File: src/rtl/mac_unit_pkg.sv
package mac_unit_pkg;

  // Control register bit positions
  localparam int CB_UNS   = 0;
  localparam int CB_SUB   = 1;
  localparam int CB_ACC   = 2;
  localparam int CB_SQR   = 3;
  localparam int CB_ONE   = 4;
  localparam int CB_BLOCK = 5;
  localparam int CB_CLR   = 6;
  localparam int CB_OVF   = 7;

  // Fixed register addresses; accumulator and result words follow
  localparam int RA_CTRL = 0;
  localparam int RA_OPA  = 1;
  localparam int RA_OPB  = 2;
  localparam int RA_ACC0 = 3;

  typedef struct packed {
    logic uns;
    logic sub;
    logic acc;
    logic block;
  } mac_mode_t;

  typedef struct packed {
    logic      loadA;
    logic      loadB;
    logic      clearOps;
    logic      clearOvf;
    logic      accWr;
    logic      fire;
    mac_mode_t mode;
  } mac_strobe_t;

endpackage

File: src/rtl/mac_ctrl.sv
module mac_ctrl
  import mac_unit_pkg::*;
#(
  parameter int ACC_WORDS = 3,
  parameter int ADDR_W    = 3,
  parameter int IDX_W     = 2
) (
  input  logic              clk,
  input  logic              rstN,
  input  logic [ADDR_W-1:0] busAddr,
  input  logic              busWrEn,
  input  logic [7:0]        ctrlData,
  output mac_strobe_t       stb,
  output logic [IDX_W-1:0]  accSel,
  output logic [5:0]        modeBits
);

  localparam logic [ADDR_W-1:0] A_CTRL = ADDR_W'(RA_CTRL);
  localparam logic [ADDR_W-1:0] A_OPA  = ADDR_W'(RA_OPA);
  localparam logic [ADDR_W-1:0] A_OPB  = ADDR_W'(RA_OPB);
  localparam logic [ADDR_W-1:0] A_ACC0 = ADDR_W'(RA_ACC0);
  localparam logic [ADDR_W-1:0] A_SH0  = ADDR_W'(RA_ACC0 + ACC_WORDS);

  logic [5:0] modeQ;
  logic       gotAQ, gotBQ, fireQ;
  mac_mode_t  fireModeQ;
  logic       ctrlWr, wrA, wrB, trigger;

  assign ctrlWr = busWrEn && (busAddr == A_CTRL);
  assign wrA    = busWrEn && (busAddr == A_OPA);
  assign wrB    = busWrEn && (busAddr == A_OPB);

  assign trigger = (wrA || wrB) &&
                   (modeQ[CB_SQR] || modeQ[CB_ONE] || (wrA && gotBQ) || (wrB && gotAQ));

  always_ff @(posedge clk or negedge rstN) begin
    if (!rstN) begin
      modeQ     <= '0;
      gotAQ     <= 1'b0;
      gotBQ     <= 1'b0;
      fireQ     <= 1'b0;
      fireModeQ <= '0;
    end else begin
      if (ctrlWr) modeQ <= ctrlData[5:0];
      if (ctrlWr || trigger) begin
        gotAQ <= 1'b0;
        gotBQ <= 1'b0;
      end else begin
        if (wrA) gotAQ <= 1'b1;
        if (wrB) gotBQ <= 1'b1;
      end
      fireQ     <= trigger;
      fireModeQ <= '{uns: modeQ[CB_UNS], sub: modeQ[CB_SUB],
                     acc: modeQ[CB_ACC], block: modeQ[CB_BLOCK]};
    end
  end

  assign stb.loadA    = wrA || (modeQ[CB_SQR] && wrB);
  assign stb.loadB    = wrB || (modeQ[CB_SQR] && wrA);
  assign stb.clearOps = ctrlWr && ctrlData[CB_CLR];
  assign stb.clearOvf = ctrlWr && !ctrlData[CB_OVF];
  assign stb.accWr    = busWrEn && (busAddr >= A_ACC0) && (busAddr < A_SH0);
  assign stb.fire     = fireQ;
  assign stb.mode     = fireModeQ;
  assign accSel       = IDX_W'(busAddr - A_ACC0);
  assign modeBits     = modeQ;

  AST_FIRE_NEEDS_OPERAND: assert property (@(posedge clk) disable iff (!rstN)
    fireQ |-> $past(busWrEn && (busAddr == A_OPA || busAddr == A_OPB)));
  AST_CTRL_WRITE_RESTARTS: assert property (@(posedge clk) disable iff (!rstN)
    ctrlWr |=> (!gotAQ && !gotBQ && !fireQ));
  AST_SQUARE_FIRES: assert property (@(posedge clk) disable iff (!rstN)
    (modeQ[CB_SQR] && (wrA || wrB)) |=> fireQ);
  AST_SINGLE_FIRES: assert property (@(posedge clk) disable iff (!rstN)
    (modeQ[CB_ONE] && (wrA || wrB)) |=> fireQ);
  AST_PAIR_WAITS: assert property (@(posedge clk) disable iff (!rstN)
    (!modeQ[CB_SQR] && !modeQ[CB_ONE] && wrA && !gotBQ) |=> !fireQ);

endmodule

File: src/rtl/mac_dp.sv
module mac_dp
  import mac_unit_pkg::*;
#(
  parameter int OP_W      = 16,
  parameter int ACC_WORDS = 3,
  parameter int IDX_W     = 2,
  localparam int ACC_W    = OP_W * ACC_WORDS,
  localparam int PROD_W   = 2 * OP_W
) (
  input  logic              clk,
  input  logic              rstN,
  input  mac_strobe_t       stb,
  input  logic [IDX_W-1:0]  accSel,
  input  logic [OP_W-1:0]   wrData,
  output logic [OP_W-1:0]   opA,
  output logic [OP_W-1:0]   opB,
  output logic [ACC_W-1:0]  accFlat,
  output logic [PROD_W-1:0] shadow,
  output logic              ovf
);

  localparam int EXT_W = ACC_W - PROD_W;
  localparam int TOPB  = ACC_W - 1;

  logic [ACC_WORDS-1:0][OP_W-1:0] accQ;
  logic [OP_W-1:0]          opAQ, opBQ;
  logic [PROD_W-1:0]        shadowQ, prodU;
  logic signed [PROD_W-1:0] prodS;
  logic [ACC_W-1:0]         prodExt, addend, res;
  logic [ACC_W:0]           sumX;
  logic                     ovfQ, ovfSet;

  assign accFlat = accQ;

  assign prodU   = PROD_W'(opAQ) * PROD_W'(opBQ);
  assign prodS   = PROD_W'($signed(opAQ)) * PROD_W'($signed(opBQ));
  assign prodExt = stb.mode.uns ? {{EXT_W{1'b0}}, prodU}
                                : {{EXT_W{prodS[PROD_W-1]}}, prodS};
  assign addend  = stb.mode.sub ? ~prodExt : prodExt;
  assign sumX    = {1'b0, accFlat} + {1'b0, addend} + {{ACC_W{1'b0}}, stb.mode.sub};

  always_comb begin
    if (stb.mode.acc) begin
      res = sumX[ACC_W-1:0];
      if (stb.mode.uns)
        ovfSet = stb.mode.sub ? !sumX[ACC_W] : sumX[ACC_W];
      else if (stb.mode.sub)
        ovfSet = (accFlat[TOPB] != prodExt[TOPB]) && (res[TOPB] != accFlat[TOPB]);
      else
        ovfSet = (accFlat[TOPB] == prodExt[TOPB]) && (res[TOPB] != accFlat[TOPB]);
    end else begin
      res    = stb.mode.sub ? (ACC_W'(0) - prodExt) : prodExt;
      ovfSet = stb.mode.sub && stb.mode.uns;
    end
  end

  always_ff @(posedge clk or negedge rstN) begin
    if (!rstN) begin
      opAQ    <= '0;
      opBQ    <= '0;
      accQ    <= '0;
      shadowQ <= '0;
      ovfQ    <= 1'b0;
    end else begin
      if (stb.clearOps) begin
        opAQ <= '0;
        opBQ <= '0;
      end else begin
        if (stb.loadA) opAQ <= wrData;
        if (stb.loadB) opBQ <= wrData;
      end
      if (stb.fire && !stb.mode.block) accQ <= res;
      if (stb.accWr) accQ[accSel] <= wrData;
      if (stb.fire) shadowQ <= res[PROD_W-1:0];
      ovfQ <= (ovfQ && !stb.clearOvf) || (stb.fire && ovfSet);
    end
  end

  assign opA    = opAQ;
  assign opB    = opBQ;
  assign shadow = shadowQ;
  assign ovf    = ovfQ;

  AST_BLOCKED_ACC_HOLDS: assert property (@(posedge clk) disable iff (!rstN)
    (stb.fire && stb.mode.block && !stb.accWr) |=> $stable(accQ));
  AST_SHADOW_ONLY_ON_FIRE: assert property (@(posedge clk) disable iff (!rstN)
    !stb.fire |=> $stable(shadowQ));
  AST_OVF_STICKY: assert property (@(posedge clk) disable iff (!rstN)
    (ovfQ && !stb.clearOvf) |=> ovfQ);
  AST_UNSIGNED_NEGATE_FLAGS: assert property (@(posedge clk) disable iff (!rstN)
    (stb.fire && !stb.mode.acc && stb.mode.sub && stb.mode.uns) |=> ovfQ);
  AST_CLEAR_OPERANDS: assert property (@(posedge clk) disable iff (!rstN)
    stb.clearOps |=> (opAQ == '0 && opBQ == '0));

endmodule

File: src/rtl/mac_unit.sv
module mac_unit
  import mac_unit_pkg::*;
#(
  parameter int OP_W      = 16,
  parameter int ACC_WORDS = 3,
  localparam int ADDR_W   = $clog2(ACC_WORDS + 5),
  localparam int ACC_W    = OP_W * ACC_WORDS
) (
  input  logic              clk,
  input  logic              rstN,
  input  logic [ADDR_W-1:0] busAddr,
  input  logic              busWrEn,
  input  logic [OP_W-1:0]   busWrData,
  output logic [OP_W-1:0]   busRdData,
  output logic              ovfFlag,
  output logic [ACC_W-1:0]  accOut
);

  localparam int IDX_W   = (ACC_WORDS > 1) ? $clog2(ACC_WORDS) : 1;
  localparam int PROD_W  = 2 * OP_W;
  localparam int SH_BASE = RA_ACC0 + ACC_WORDS;

  mac_strobe_t       stb;
  logic [IDX_W-1:0]  accSel;
  logic [5:0]        modeBits;
  logic [OP_W-1:0]   opA, opB;
  logic [ACC_W-1:0]  accFlat;
  logic [PROD_W-1:0] shadow;
  logic              ovf;

  mac_ctrl #(.ACC_WORDS(ACC_WORDS), .ADDR_W(ADDR_W), .IDX_W(IDX_W)) u_ctrl (
    .clk(clk), .rstN(rstN), .busAddr(busAddr), .busWrEn(busWrEn),
    .ctrlData(busWrData[7:0]), .stb(stb), .accSel(accSel), .modeBits(modeBits)
  );

  mac_dp #(.OP_W(OP_W), .ACC_WORDS(ACC_WORDS), .IDX_W(IDX_W)) u_dp (
    .clk(clk), .rstN(rstN), .stb(stb), .accSel(accSel), .wrData(busWrData),
    .opA(opA), .opB(opB), .accFlat(accFlat), .shadow(shadow), .ovf(ovf)
  );

  always_comb begin
    busRdData = '0;
    if (busAddr == ADDR_W'(RA_CTRL)) begin
      busRdData[5:0]    = modeBits;
      busRdData[CB_OVF] = ovf;
    end
    if (busAddr == ADDR_W'(RA_OPA)) busRdData = opA;
    if (busAddr == ADDR_W'(RA_OPB)) busRdData = opB;
    for (int w = 0; w < ACC_WORDS; w++)
      if (busAddr == ADDR_W'(RA_ACC0 + w)) busRdData = accFlat[w*OP_W +: OP_W];
    for (int s = 0; s < 2; s++)
      if (busAddr == ADDR_W'(SH_BASE + s)) busRdData = shadow[s*OP_W +: OP_W];
  end

  assign ovfFlag = ovf;
  assign accOut  = accFlat;

endmodule

File: config.mk
export PLATFORM = sky130hd
export DESIGN_NAME = mac_unit
export DESIGN_NICKNAME = d
export VERILOG_FILES = /design/src/rtl/mac_unit_pkg.sv /design/src/rtl/mac_ctrl.sv /design/src/rtl/mac_dp.sv /design/src/rtl/mac_unit.sv
export SDC_FILE = /design/constraint.sdc
export NUM_CORES = 1
export LEC_CHECK = 0
export BUFFER_PORTS_ARGS = -buffer_cell sky130_fd_sc_hd__buf_4
export CORE_ASPECT_RATIO = 1.75
export CORE_MARGIN = 2
export CORE_UTILIZATION = 60
export DETAILED_ROUTE_END_ITERATION = 12
export MAX_ROUTING_LAYER = met4
export PLACE_DENSITY = 0.73
export SYNTH_ARGS = -nofsm -noshare
export SYNTH_HDL_FRONTEND = slang
export SYNTH_SLANG_ARGS = --single-unit
File: constraint.sdc
create_clock -name clk -period 10.6 [get_ports clk]
set_input_delay 0.53 -clock clk [delete_from_list [all_inputs] [get_ports clk]]
set_output_delay 0.53 -clock clk [all_outputs]
set_load 0.005 [all_outputs]
---- Yosys cells after proc, flatten, opt, wreduce, memory -nomap -nowiden ----
Index checks and enable logic that the tools add are counted.
storage, ports and cells
  flip-flop bits (word level) ............. 126
  input bits .............................. 22
  output and inout port bits .............. 65
  logic and storage cells ................. 102
cells by class
  add/subtract/negate cells ............... 4
  $mul .................................... 2
  $lt $le $gt $ge ......................... 4
  equal/unequal tests ..................... 10
  multiplexer cells ....................... 30
  bitwise gates (word level) .............. 1
  reductions and logical operators ........ 36
operators by type and width
  operator                                                            number
  two-way mux 48 bit                                                  6
  two-way mux 16 bit                                                  12
  multiplier 16 x 16 -> 32 bit                                        2
  adder 48 x 48 -> 49 bit                                             1
  adder 49 x 1 -> 49 bit                                              1
  bitwise mux 48 bit                                                  1
  inverter 48 bit                                                     1
  subtractor 1 x 48 -> 48 bit (first input constant)                  1
  demux 16 bit (select 2 bit)                                         1
  logical AND 1 bit                                                   19
  equality test 3 bit (second input constant)                         4
  two-way mux 1 bit                                                   9
  logical OR 1 bit                                                    8
  nonzero test 2 bit                                                  4
  equality test 3 x 2 -> 1 bit (second input constant)                2
  two-way mux 6 bit                                                   1
  logical NOT 1 bit                                                   4
  equality test 3 x 1 -> 1 bit (second input constant)                1
  greater-or-equal comparator 3 x 2 -> 1 bit (second input constant)  1
  logical NOT 3 bit                                                   1
  less-than comparator 2 x 3 -> 1 bit (second input constant)         1
  less-than comparator 3 bit (second input constant)                  1
  greater-or-equal comparator 2 x 1 -> 1 bit (second input constant)  1
  inequality test 1 bit                                               2
  other kinds (2)                                                     2

---- Longest topological paths before layout ----
Gate-level depths: netlist (run 1).
  depth after elaboration ................. 13
  gate-level depth with buffers ........... 41
  depth with buffers taken out ............ 38

---- By module ----
From an unflattened synthesis (run 1), not the netlist that was laid out.
second synthesis, totals
  cell total of the unflattened synthesis .. 3023
  area total of the unflattened synthesis .. 26017.5 µm²
by module, submodules not included
  module    instances  cells each  area each (µm²)  sequential area each (µm²)
  mac_dp    1          2813        24247.0          2827.7
  mac_unit  1          162         1162.4           0.0
  mac_ctrl  1          48          608.1            325.3

---- Worst setup path after synthesis (run 1) ----
Ideal clock, no wire load.
  kind .................................... reg2reg
  from .................................... register u_dp.opAQ[8] (netlist: u_dp.opA[8])
  to ...................................... register u_dp.accQ, in the netlist u_dp.accFlat[44]
  library setup time ...................... 131 ps
  data arrival time ....................... 8904 ps
  data required time ...................... 10469 ps
  path slack .............................. 1565 ps
  cell stages (with the launch flop) ...... 37
  buffers on the path ..................... 3
  cells stage by stage .................... dfrtp_1 -> clkbuf_1 -> clkbuf_1 -> nand2_1 -> fa_1 -> inv_1 -> fa_1 -> inv_1 -> fa_1 -> inv_1 -> fa_1 -> inv_1 -> fa_1 -> fa_1 -> inv_1 -> ha_1 -> a21oi_1 -> o21ai_0 -> a21oi_1 -> a21oi_1 -> o211a_1 -> or4b_1 -> clkbuf_1 -> xnor2_1 -> ha_1 -> and3_1 -> a221o_1 -> a211oi_1 -> o21bai_1 -> o31ai_1 -> a311o_1 -> a21boi_1 -> o21ai_1 -> o31ai_1 -> xnor2_1 -> a2111oi_4 -> nor3_1
on the way
  word-level cells in the longest chain between the ends .. 10
  elaborated cells between the ends (all ways) .. 13
ends and longest elaborated chain
  item                                                    RTL line                    RTL
  start, declared                                         mac_dp.sv:26                logic [OP_W-1:0] opAQ, opBQ;
  start signal, assigned                                  mac_dp.sv:69                if (stb.loadA) opAQ <= wrData;
  multiplier 16 x 16 -> 32 bit, on equally long branches  mac_dp.sv:36, mac_dp.sv:35
  two-way mux 48 bit (*)                                  mac_dp.sv:37                assign prodExt = stb.mode.uns ? {{EXT_W{1'b0}}, prodU}
  inverter 48 bit                                         mac_dp.sv:39                assign addend = stb.mode.sub ? ~prodExt : prodExt;
  two-way mux 48 bit                                      mac_dp.sv:39
  adder 48 x 48 -> 49 bit                                 mac_dp.sv:40                assign sumX = {1'b0, accFlat} + {1'b0, addend} + {{ACC_W{1'b0}}, stb.mode.sub};
  adder 49 x 1 -> 49 bit                                  mac_dp.sv:40
  two-way mux 48 bit (*)                                  mac_dp.sv:43                if (stb.mode.acc) begin
  two-way mux 48 bit (*)                                  mac_dp.sv:72                if (stb.fire && !stb.mode.block) accQ <= res;
  bitwise mux 48 bit                                      mac_dp.sv:73                if (stb.accWr) accQ[accSel] <= wrData;
  two-way mux 48 bit (*)                                  mac_dp.sv:73
  end signal, assigned                                    mac_dp.sv:72
  end signal, assigned by index                           mac_dp.sv:73
  end, declared                                           mac_dp.sv:25                logic [ACC_WORDS-1:0][OP_W-1:0] accQ;
Mark *: on every way between the ends. The rest lies on a longest branch, timed or not.
A chain may end at the register's enable or synchronous reset.

---- Final worst setup path (run 1) ----
  from .................................... register u_dp.opAQ[10] (netlist: u_dp.opA[10])
  to ...................................... register u_dp.accQ, in the netlist u_dp.accFlat[44]
The elaborated chain is that of the path after synthesis.

==> flow_metrics.tcl, run 1 <==
set metrics [dict create \
    outcome "finished, final reports clean" \
    rows 100 \
    core_um2 42700 \
    worstPathArrival_ps 10450 \
    maxCapViolCount 0 \
    finClkSkew_ps 14.0 \
    critical_path_class "flip-flop to flip-flop" \
    initial_core_util 0.608 \
    synth_top_area_share 0.283 \
    cp_common_cell "fa_1" \
    finalSetupViolations 0 \
    preCtsSetupSlack_ps 436 \
    drc 0 \
    fin_hold_ws_ps 166 \
    post-cts-setup-buffers 0 \
    finalMaxSlewViolations 0 \
    ys_warn_count 0 \
    synth_edf_count 0 \
    async_flop_share 1.00 \
    fin_ws_ps 473 \
    worst_slew_pin_slew_ps 1300 \
    htreeDepth 4 \
    wl_um 88700 \
    die_area_um2 45000 \
    yosysSeqAreaShare 0.121 \
    port_buffers 86 \
    grt_max_degree 65 \
    netlist_area_um2 26000 \
    path_buf_inv 4 \
    clk_path_buf_depth 2 \
    diodes 0 \
    multi_input_area_um2 20300 \
    numCtsBuffers 17 \
    antenna_found_initial 1 \
    seq_area_um2 3170 \
    synth.distinct_cells 95 \
    dp_cells 3577 \
    overflow 0 \
    fmax_ghz 0.0987 \
    r2r_cells 32 \
    post_cts_resized 0 \
    drtIter0Drc 1710 \
    syn_to_final_growth_pct 6.67 \
    cp-start-kind "flip-flop" \
    vias 22722 \
    critPathMaxFanout 12 \
    fillers 3698 \
    cts_tree "built" \
    syn_area_per_cell_um2 8.55 \
    critPathMaxStageDelay_ps 710 \
    tns_ps 0 \
    worstHoldPathType "input pin to asynchronous set/reset pin" \
    ioPinCount 87 \
    endpoint_kind "flip-flop" \
    via_per_inst 6.30 \
    min_period_ps 10130 \
    crit_slowest_cell "dfrtp_1" \
    relSlewSlack 0.131 \
    final_common_cell "inv_1" \
    dp_hpwl_um 72000 \
    path_depth 32 \
    dr.pass1.iters 5 \
    yosys-top-cells-area "fa_1 28%, dfrtp_1 12%, ha_1 9.6%" \
    insertion_delay_ps 450 \
    drtAntennaViolNets 0 \
    grt_pass1_wl_um 138000 \
    fp.dieW_um 161 \
    ys.flop_type "dfrtp_1" \
    gp_congestion 1.01 \
    dieHeight_um 279 \
    rsz0062_at_grt "false" \
    post-route-period-util 0.955 \
    path_clk_slew_ps 70 \
    final_cell_mix "514 x inv_1, 367 x fa_1, 340 x nand2_1" \
    synth_cells 3036 \
    final-instance-count-excl-fill 3609 \
    synth_nets 3625 \
    hold_buffers 0 \
    synth_largest_area_cell "fa_1" \
    cts_sinks 126 \
    cp_data_required_time_ps 10920 \
    layout-drive-gt1-share 0.0810 \
    grt.total_usage 0.417 \
    report.final.hold_viol_count 0 \
    wl_per_cell_um 24.6 \
    path_delay_family "adder cells" \
    fin_nets 3624 \
    ys_ff_latch 126 \
    cts-root-buf "clkbuf_16" \
    grt_pass1_vias 24337 \
]
==> layout make-up <==
cell class                      instances  area share
Sequential cell                       126       0.115
Inverter                              516      0.0699
Tap cell                              561      0.0253
Timing Repair Buffer                  131      0.0355
Multi-Input combinational cell       2243       0.734
Clock inverter                         13     0.00511
Clock buffer                           19      0.0160
==> stage by stage <==
stage	util	instance area [µm²]
after floorplan	-	26000
after global placement	0.635	27100
after detailed placement	0.635	27100
after CTS	0.649	27700
after global routing	0.649	27700
final	0.649	27700
==> path summary, 6_finish.rpt <==
check                      slack, ps          endpoint                from
max                              470  u_dp.accFlat[44]        u_dp.opA[10]
min                              170   u_dp.accFlat[2]                rstN
max reg2reg                      470  u_dp.accFlat[44]        u_dp.opA[10]
min reg2reg                      400     u_ctrl.stb[3]  u_ctrl.modeBits[0]
max in group asynchronous       8980   u_dp.shadow[25]                rstN
min in group clk                 400      u_ctrl.gotAQ             busWrEn
==> Yosys cell counts, types with 79 or more instances <==
cell	number
a21oi_1	153
nand2_1	340
xnor2_1	101
and2_1	111
mux2i_1	79
ha_1	200
nor2_1	128
clkbuf_1	129
dfrtp_1	126
fa_1	367
inv_1	515
o21ai_0	140
==> cells by family (layout without fill, tap and decap cells) <==
kind of cell    Yosys count  count (layout)  synth area share
compound gates          652             652             0.168
simple gates            783             783             0.145
flops                   126             126             0.121
buf+inv                 667             679            0.0969
xor+xnor                141             141            0.0476
fa+ha+maj               567             567             0.379
mux                     100             100            0.0414
==> metal layers <==
| layer | routed length, µm | GRT usage | up-vias | part of all wire |
|---|---|---|---|---|
| li1 | - | - | 9966 | - |
| met1 | 30500 | 0.448 | 11266 | 0.34 |
| met2 | 44200 | 0.709 | 1100 | 0.50 |
| met3 | 5970 | 0.0541 | 390 | 0.067 |
| met4 | 8030 | 0.298 | 0 | 0.091 |
| met5 | 0 | - | - | 0 |
==> registers in the layout, summed over array words and instances, names as in the netlist <==
signal,cells
u_dp.accFlat,48
u_ctrl.fireQ,1
u_ctrl.stb,4
u_ctrl.gotBQ,1
u_dp.ovf,1
u_dp.shadow,32
u_ctrl.modeBits,6
u_dp.opB,16
u_dp.opA,16
u_ctrl.gotAQ,1
==> worst reg2reg max path, delay by kind of cell (launching register included) <==
kind	cells	cell delay [ps]
AND/OR/NAND/NOR	5	1490
adder cells (fa/ha/maj)	8	3860
buffers and inverters	4	490
XOR/XNOR	2	380
flip-flops	1	710
AO/OA/AOI/OAI	13	3090
Power of run 1 is left out: the tool's default activity adds up to more than one toggle a clock period on the data nets, which glitch-free logic cannot reach.
==> run 2, diff against run 1 <==
--- a/config.mk
+++ b/config.mk
@@ -7,10 +7,10 @@
 export LEC_CHECK = 0
 export BUFFER_PORTS_ARGS = -buffer_cell sky130_fd_sc_hd__buf_4
-export CORE_ASPECT_RATIO = 1.75
+export CORE_ASPECT_RATIO = 1.2
 export CORE_MARGIN = 2
-export CORE_UTILIZATION = 60
+export CORE_UTILIZATION = 36
 export DETAILED_ROUTE_END_ITERATION = 12
 export MAX_ROUTING_LAYER = met4
-export PLACE_DENSITY = 0.73
+export PLACE_DENSITY = 0.47
 export SYNTH_ARGS = -nofsm -noshare
 export SYNTH_HDL_FRONTEND = slang
==> constraint.sdc (replaced) <==
create_clock -name clk -period 10.6 [get_ports clk]
set_input_delay 1.06 -clock clk [delete_from_list [all_inputs] [get_ports clk]]
set_output_delay 1.06 -clock clk [all_outputs]
set_load 0.005 [all_outputs]
==> run 2 against run 1 <==
- register-to-register slack improved by 40 ps
- first-iteration DRC count decreased by 27%
- count of clock-buffer cells in the layout decreased by 1
- via count decreased by 3.6%
- clock skew decreased by 0.63 ps
- fmax increased by 0.35%
==> flow_metrics.tcl, run 2 (synthesis gave the netlist of run 1 again) <==
set metrics [dict create \
    r2r_slack_ps 510 \
    dieHeight_um 298 \
    top_layer "met4" \
    critPathMaxStageDelay_ps 610 \
    report.final.hold_viol_count 0 \
    final_common_cell "inv_1" \
    cp_data_required_time_ps 10920 \
    tns_ps 0 \
    cts-root-buf "clkbuf_16" \
    finClkSkew_ps 13.4 \
    core_um2 71200 \
    drtIter0Drc 1247 \
    wl_per_cell_um 23.8 \
    overflow 0 \
    grt.total_usage 0.269 \
    worstPathArrival_ps 10410 \
    rsz0062_at_grt "false" \
    finalSetupViolations 0 \
    htreeDepth 4 \
    crit_slowest_cell "fa_1" \
    die_area_um2 74300 \
    numCtsBuffers 17 \
    worstHoldPathType "flip-flop to flip-flop" \
    outcome "finished, final reports clean" \
    wl_met1_um 40000 \
    fin_nets 3640 \
    met3_length_um 3230 \
    grt_pass1_wl_um 146000 \
    fmax_ghz 0.0991 \
    cp-start-kind "flip-flop" \
    fp.dieW_um 249 \
    grt_pass1_vias 23364 \
    path_clk_slew_ps 60 \
    gp_congestion 0.942 \
    clk_path_buf_depth 2 \
    syn_to_final_growth_pct 8.94 \
    dr.pass1.iters 6 \
    dp_hpwl_um 77200 \
    critical_path_class "flip-flop to flip-flop" \
    antenna_found_initial 2 \
    cts_tree "built" \
    grt_max_degree 86 \
    via_per_inst 5.49 \
    post-route-period-util 0.952 \
    wl_met2_um 48900 \
    maxCapViolCount 0 \
    wl_um 95000 \
    port_buffers 86 \
    final_cell_mix "515 x inv_1, 366 x fa_1, 340 x nand2_1" \
    ioPinCount 87 \
    endpoint_kind "flip-flop" \
    initial_core_util 0.365 \
    largest_register_ffs 48 \
    layout-drive-gt1-share 0.0885 \
    drc 0 \
    min_period_ps 10090 \
    insertion_delay_ps 450 \
    finalMaxSlewViolations 0 \
    fin_hold_ws_ps 396 \
    drtAntennaViolNets 0 \
    vias 21896 \
    relSlewSlack 0.400 \
    critPathMaxFanout 10 \
    rows 107 \
    worst_slew_pin_slew_ps 891 \
    cts_sinks 126 \
]
## run 2: cell types whose count changed in the layout (fill, tap and decap cells not counted), sizes merged
| cell | before | now |
|---|---|---|
| buf | 131 | 147 |
| inv | 525 | 518 |
| clkinv | 2 | 7 |
| diode | 0 | 3 |
| bufinv | 1 | 2 |
| clkbuf | 19 | 18 |
## run 2: repair_timing
action	4_1_cts	5_1_grt
setup endpoints to repair	0	8
buffers inserted	0	0
gates resized for setup	0	23
hold buffers	0	0
## run 2: metrics by stage
step / instance area (µm²) / setup WS, ps / instances / util
floorplan: 26000 / 1560 / 3036 / -
CTS: 28200 / 33.7 / 3988 / 0.396
global placement: 27700 / 249 / 3958 / 0.388
finish: 28300 / 509 / 3991 / 0.397
global route: 28300 / 4.93 / 3988 / 0.397
detailed placement: 27700 / 122 / 3958 / 0.388
## run 2: path summary, 6_finish.rpt
path,from,endpoint,cells past startpoint
setup / recovery,u_dp.opA[8],u_dp.accFlat[44],34
hold / removal,u_ctrl.modeBits[0],u_ctrl.stb[3],0
max in group asynchronous,rstN,u_dp.opA[6],2
setup reg to reg,u_dp.opA[8],u_dp.accFlat[44],34
hold reg to reg,u_ctrl.modeBits[0],u_ctrl.stb[3],0
min in group asynchronous,rstN,u_dp.accFlat[18],1
## run 2: layout make-up
type	instances	area, µm²
clock inverters	12	139
flip-flops and latches	126	3180
multi-input cells	2243	20300
inverters	516	1940
clock buffers	18	429
diodes	3	7.51
repair buffers	147	1110
well taps	926	1160
fillers	7323	42900
## run 2: critical path, delay by kind of cell (launching register included)
kind | cells | cell delay (ps)
AO/OA/AOI/OAI | 15 | 4410
buffers and inverters | 7 | 590
XOR/XNOR | 2 | 350
adder cells (fa/ha/maj) | 8 | 3800
AND/OR/NAND/NOR | 2 | 280
flip-flops | 1 | 540
## run 2: layer usage
| layer | GRT usage | vias to the layer above |
|---|---|---|
| met3 | 0.0133 | 130 |
| li1 | - | 9989 |
| met2 | 0.477 | 607 |
| met1 | 0.331 | 11170 |
| met4 | 0.0782 | 0 |
| met5 | - | - |
Power of run 2 is left out for the same reason.
==> run 3, diff against run 2 <==
CORE_MARGIN = default   (was 2)
CTS_CLUSTER_SIZE = 8   (was default)
PLACE_DENSITY = 0.49   (was 0.47)
clock period = 9 ns   (was 10.6 ns; I/O delays follow)
==> run 3 against run 2 <==
- the flow now finishes with violations (negative setup slack)
- wire length is 4.7% higher
- final cell count rose by 11%
- non-clock buffer count grew 441
- sequential share of layout area decreased by 1.4 points
- design area grew 15%
- setup slack got worse by 650 ps
- global-route usage is 1.9 points higher
- die area is 1.5% lower
- via count grew 8.4%
- hold slack gained 12 ps
- critical endpoint is now u_dp.accFlat[46]
- largest cell class unchanged
==> flow_metrics.tcl, run 3 (synthesis gave the netlist of run 1 again) <==
set metrics [dict create \
    wl_per_cell_um 22.5 \
    path_delay_family "adder cells" \
    finClkSkew_ps 18.0 \
    critPathMaxFanout 6 \
    path_clk_slew_ps 80 \
    fmax_ghz 0.109 \
    outcome "finished, violations left" \
    report.final.hold_viol_count 0 \
    clk_path_buf_depth 2 \
    crit_slowest_cell "or4b_4" \
    grt_pass1_wl_um 152000 \
    met1_usage 0.349 \
    worstPathArrival_ps 9520 \
    core_um2 71200 \
    drtAntennaViolNets 0 \
    fp.dieW_um 247 \
    crit_start "u_dp.opB[6]" \
    grt_max_degree 71 \
    r2r-start "u_dp.opB[6]" \
    numCtsBuffers 17 \
    hold_buffers 0 \
    fin_nets 4081 \
    path_depth 38 \
    path_buf_inv 10 \
    worstHoldPathType "flip-flop to flip-flop" \
    maxCapViolCount 0 \
    dieHeight_um 296 \
    cts-root-buf "clkbuf_16" \
    crit_path_end "u_dp.accFlat[46]" \
    grt_use_met2 0.494 \
    ioPinCount 87 \
    finalSetupViolations 8 \
    initial_core_util 0.365 \
    antenna_found_initial 4 \
    overflow 0 \
    finalMaxSlewViolations 0 \
    fin_ws_ps -140 \
    critical_path_class "flip-flop to flip-flop" \
    met3_usage 0.0264 \
    drc 0 \
    syn_to_final_growth_pct 25.1 \
    relSlewSlack 0.234 \
    final_cell_mix "563 x buf_4, 507 x inv_1, 356 x fa_1" \
    r2r-end "u_dp.accFlat[46]" \
    wl_um 99500 \
    layout-drive-gt1-share 0.240 \
    largest_register_ffs 48 \
    critPathMaxStageDelay_ps 580 \
    grt_pass1_vias 25179 \
    r2r_slack_ps -140 \
    min_period_ps 9140 \
    via_per_inst 5.35 \
    grt.total_usage 0.288 \
    port_buffers 86 \
    cp_data_required_time_ps 9390 \
    insertion_delay_ps 500 \
    post-route-period-util 1.02 \
    rsz0062_at_grt "true" \
    die_area_um2 73200 \
    cts_tree "built" \
    htreeDepth 4 \
    tns_ps -566 \
    grt_busiest_layer "met2" \
    cp_common_cell "inv_2" \
    violations "negative setup slack" \
    cts_sinks 126 \
    final_common_cell "buf_4" \
    r2r_cells 38 \
    endpoint_kind "flip-flop" \
    vias 23733 \
    cp-start-kind "flip-flop" \
    dr.pass1.iters 5 \
    gp_congestion 0.956 \
    dp_hpwl_um 81800 \
    final-instance-count-excl-fill 4432 \
    dp_cells 4344 \
    rows 107 \
    worst_slew_pin_slew_ps 1140 \
    drtIter0Drc 1395 \
]
## run 3: changes by cell type in the layout (fill, tap and decap cells not counted), moves of 14 or more
cell and change:
buf_6 +14, ha_1 -18, a21oi_1 -24, ha_4 +15, buf_4 +417, a21oi_2 +22
## run 3: worst min-delay path by stage
stage                          endpoint  slack [ps]               start  depth (start not counted)
after detailed placement  u_ctrl.stb[1]         390  u_ctrl.modeBits[2]                          0
final                     u_ctrl.stb[0]         410  u_ctrl.modeBits[5]                          0
after global placement    u_ctrl.stb[3]         380  u_ctrl.modeBits[0]                          0
after global routing      u_ctrl.stb[0]         420  u_ctrl.modeBits[5]                          0
after CTS                 u_ctrl.stb[0]         410  u_ctrl.modeBits[5]                          0
after floorplan           u_ctrl.stb[0]         370  u_ctrl.modeBits[5]                          0
## run 3: cell type report
cell class | count | area, µm²
inverters | 516 | 1940
fillers | 7124 | 38700
clock inverters | 15 | 189
repair buffers | 588 | 4580
clock buffers | 17 | 425
multi-input cells | 2243 | 21000
well taps | 926 | 1160
flip-flops and latches | 126 | 3190
diodes | 1 | 2.50
## run 3: per-stage QoR
stage                     setup WS [ps]  instance area, µm²   util  hold slack [ps]
final                              -140               32500  0.456              408
after detailed placement           -467               30600  0.430              390
after floorplan                    26.0               26000      -              366
after global placement             -421               30600  0.430              381
after global routing               -454               32500  0.456              421
after CTS                         -85.7               31900  0.448              407
## run 3: per-layer routing
metal / wire length, µm / vias to the layer above / share of wire
li1: - / 10881 / -
met3: 4530 / 168 / 0.045
met1: 41000 / 11955 / 0.41
met5: 0 / - / 0
met2: 50100 / 729 / 0.50
met4: 3900 / 0 / 0.039
## run 3: what timing repair did
item,in CTS,in global routing
setup endpoints to repair,22,33
pin swaps,43,62
buffers inserted,37,20
resized for setup,90,101
Power of run 3 is left out for the same reason.
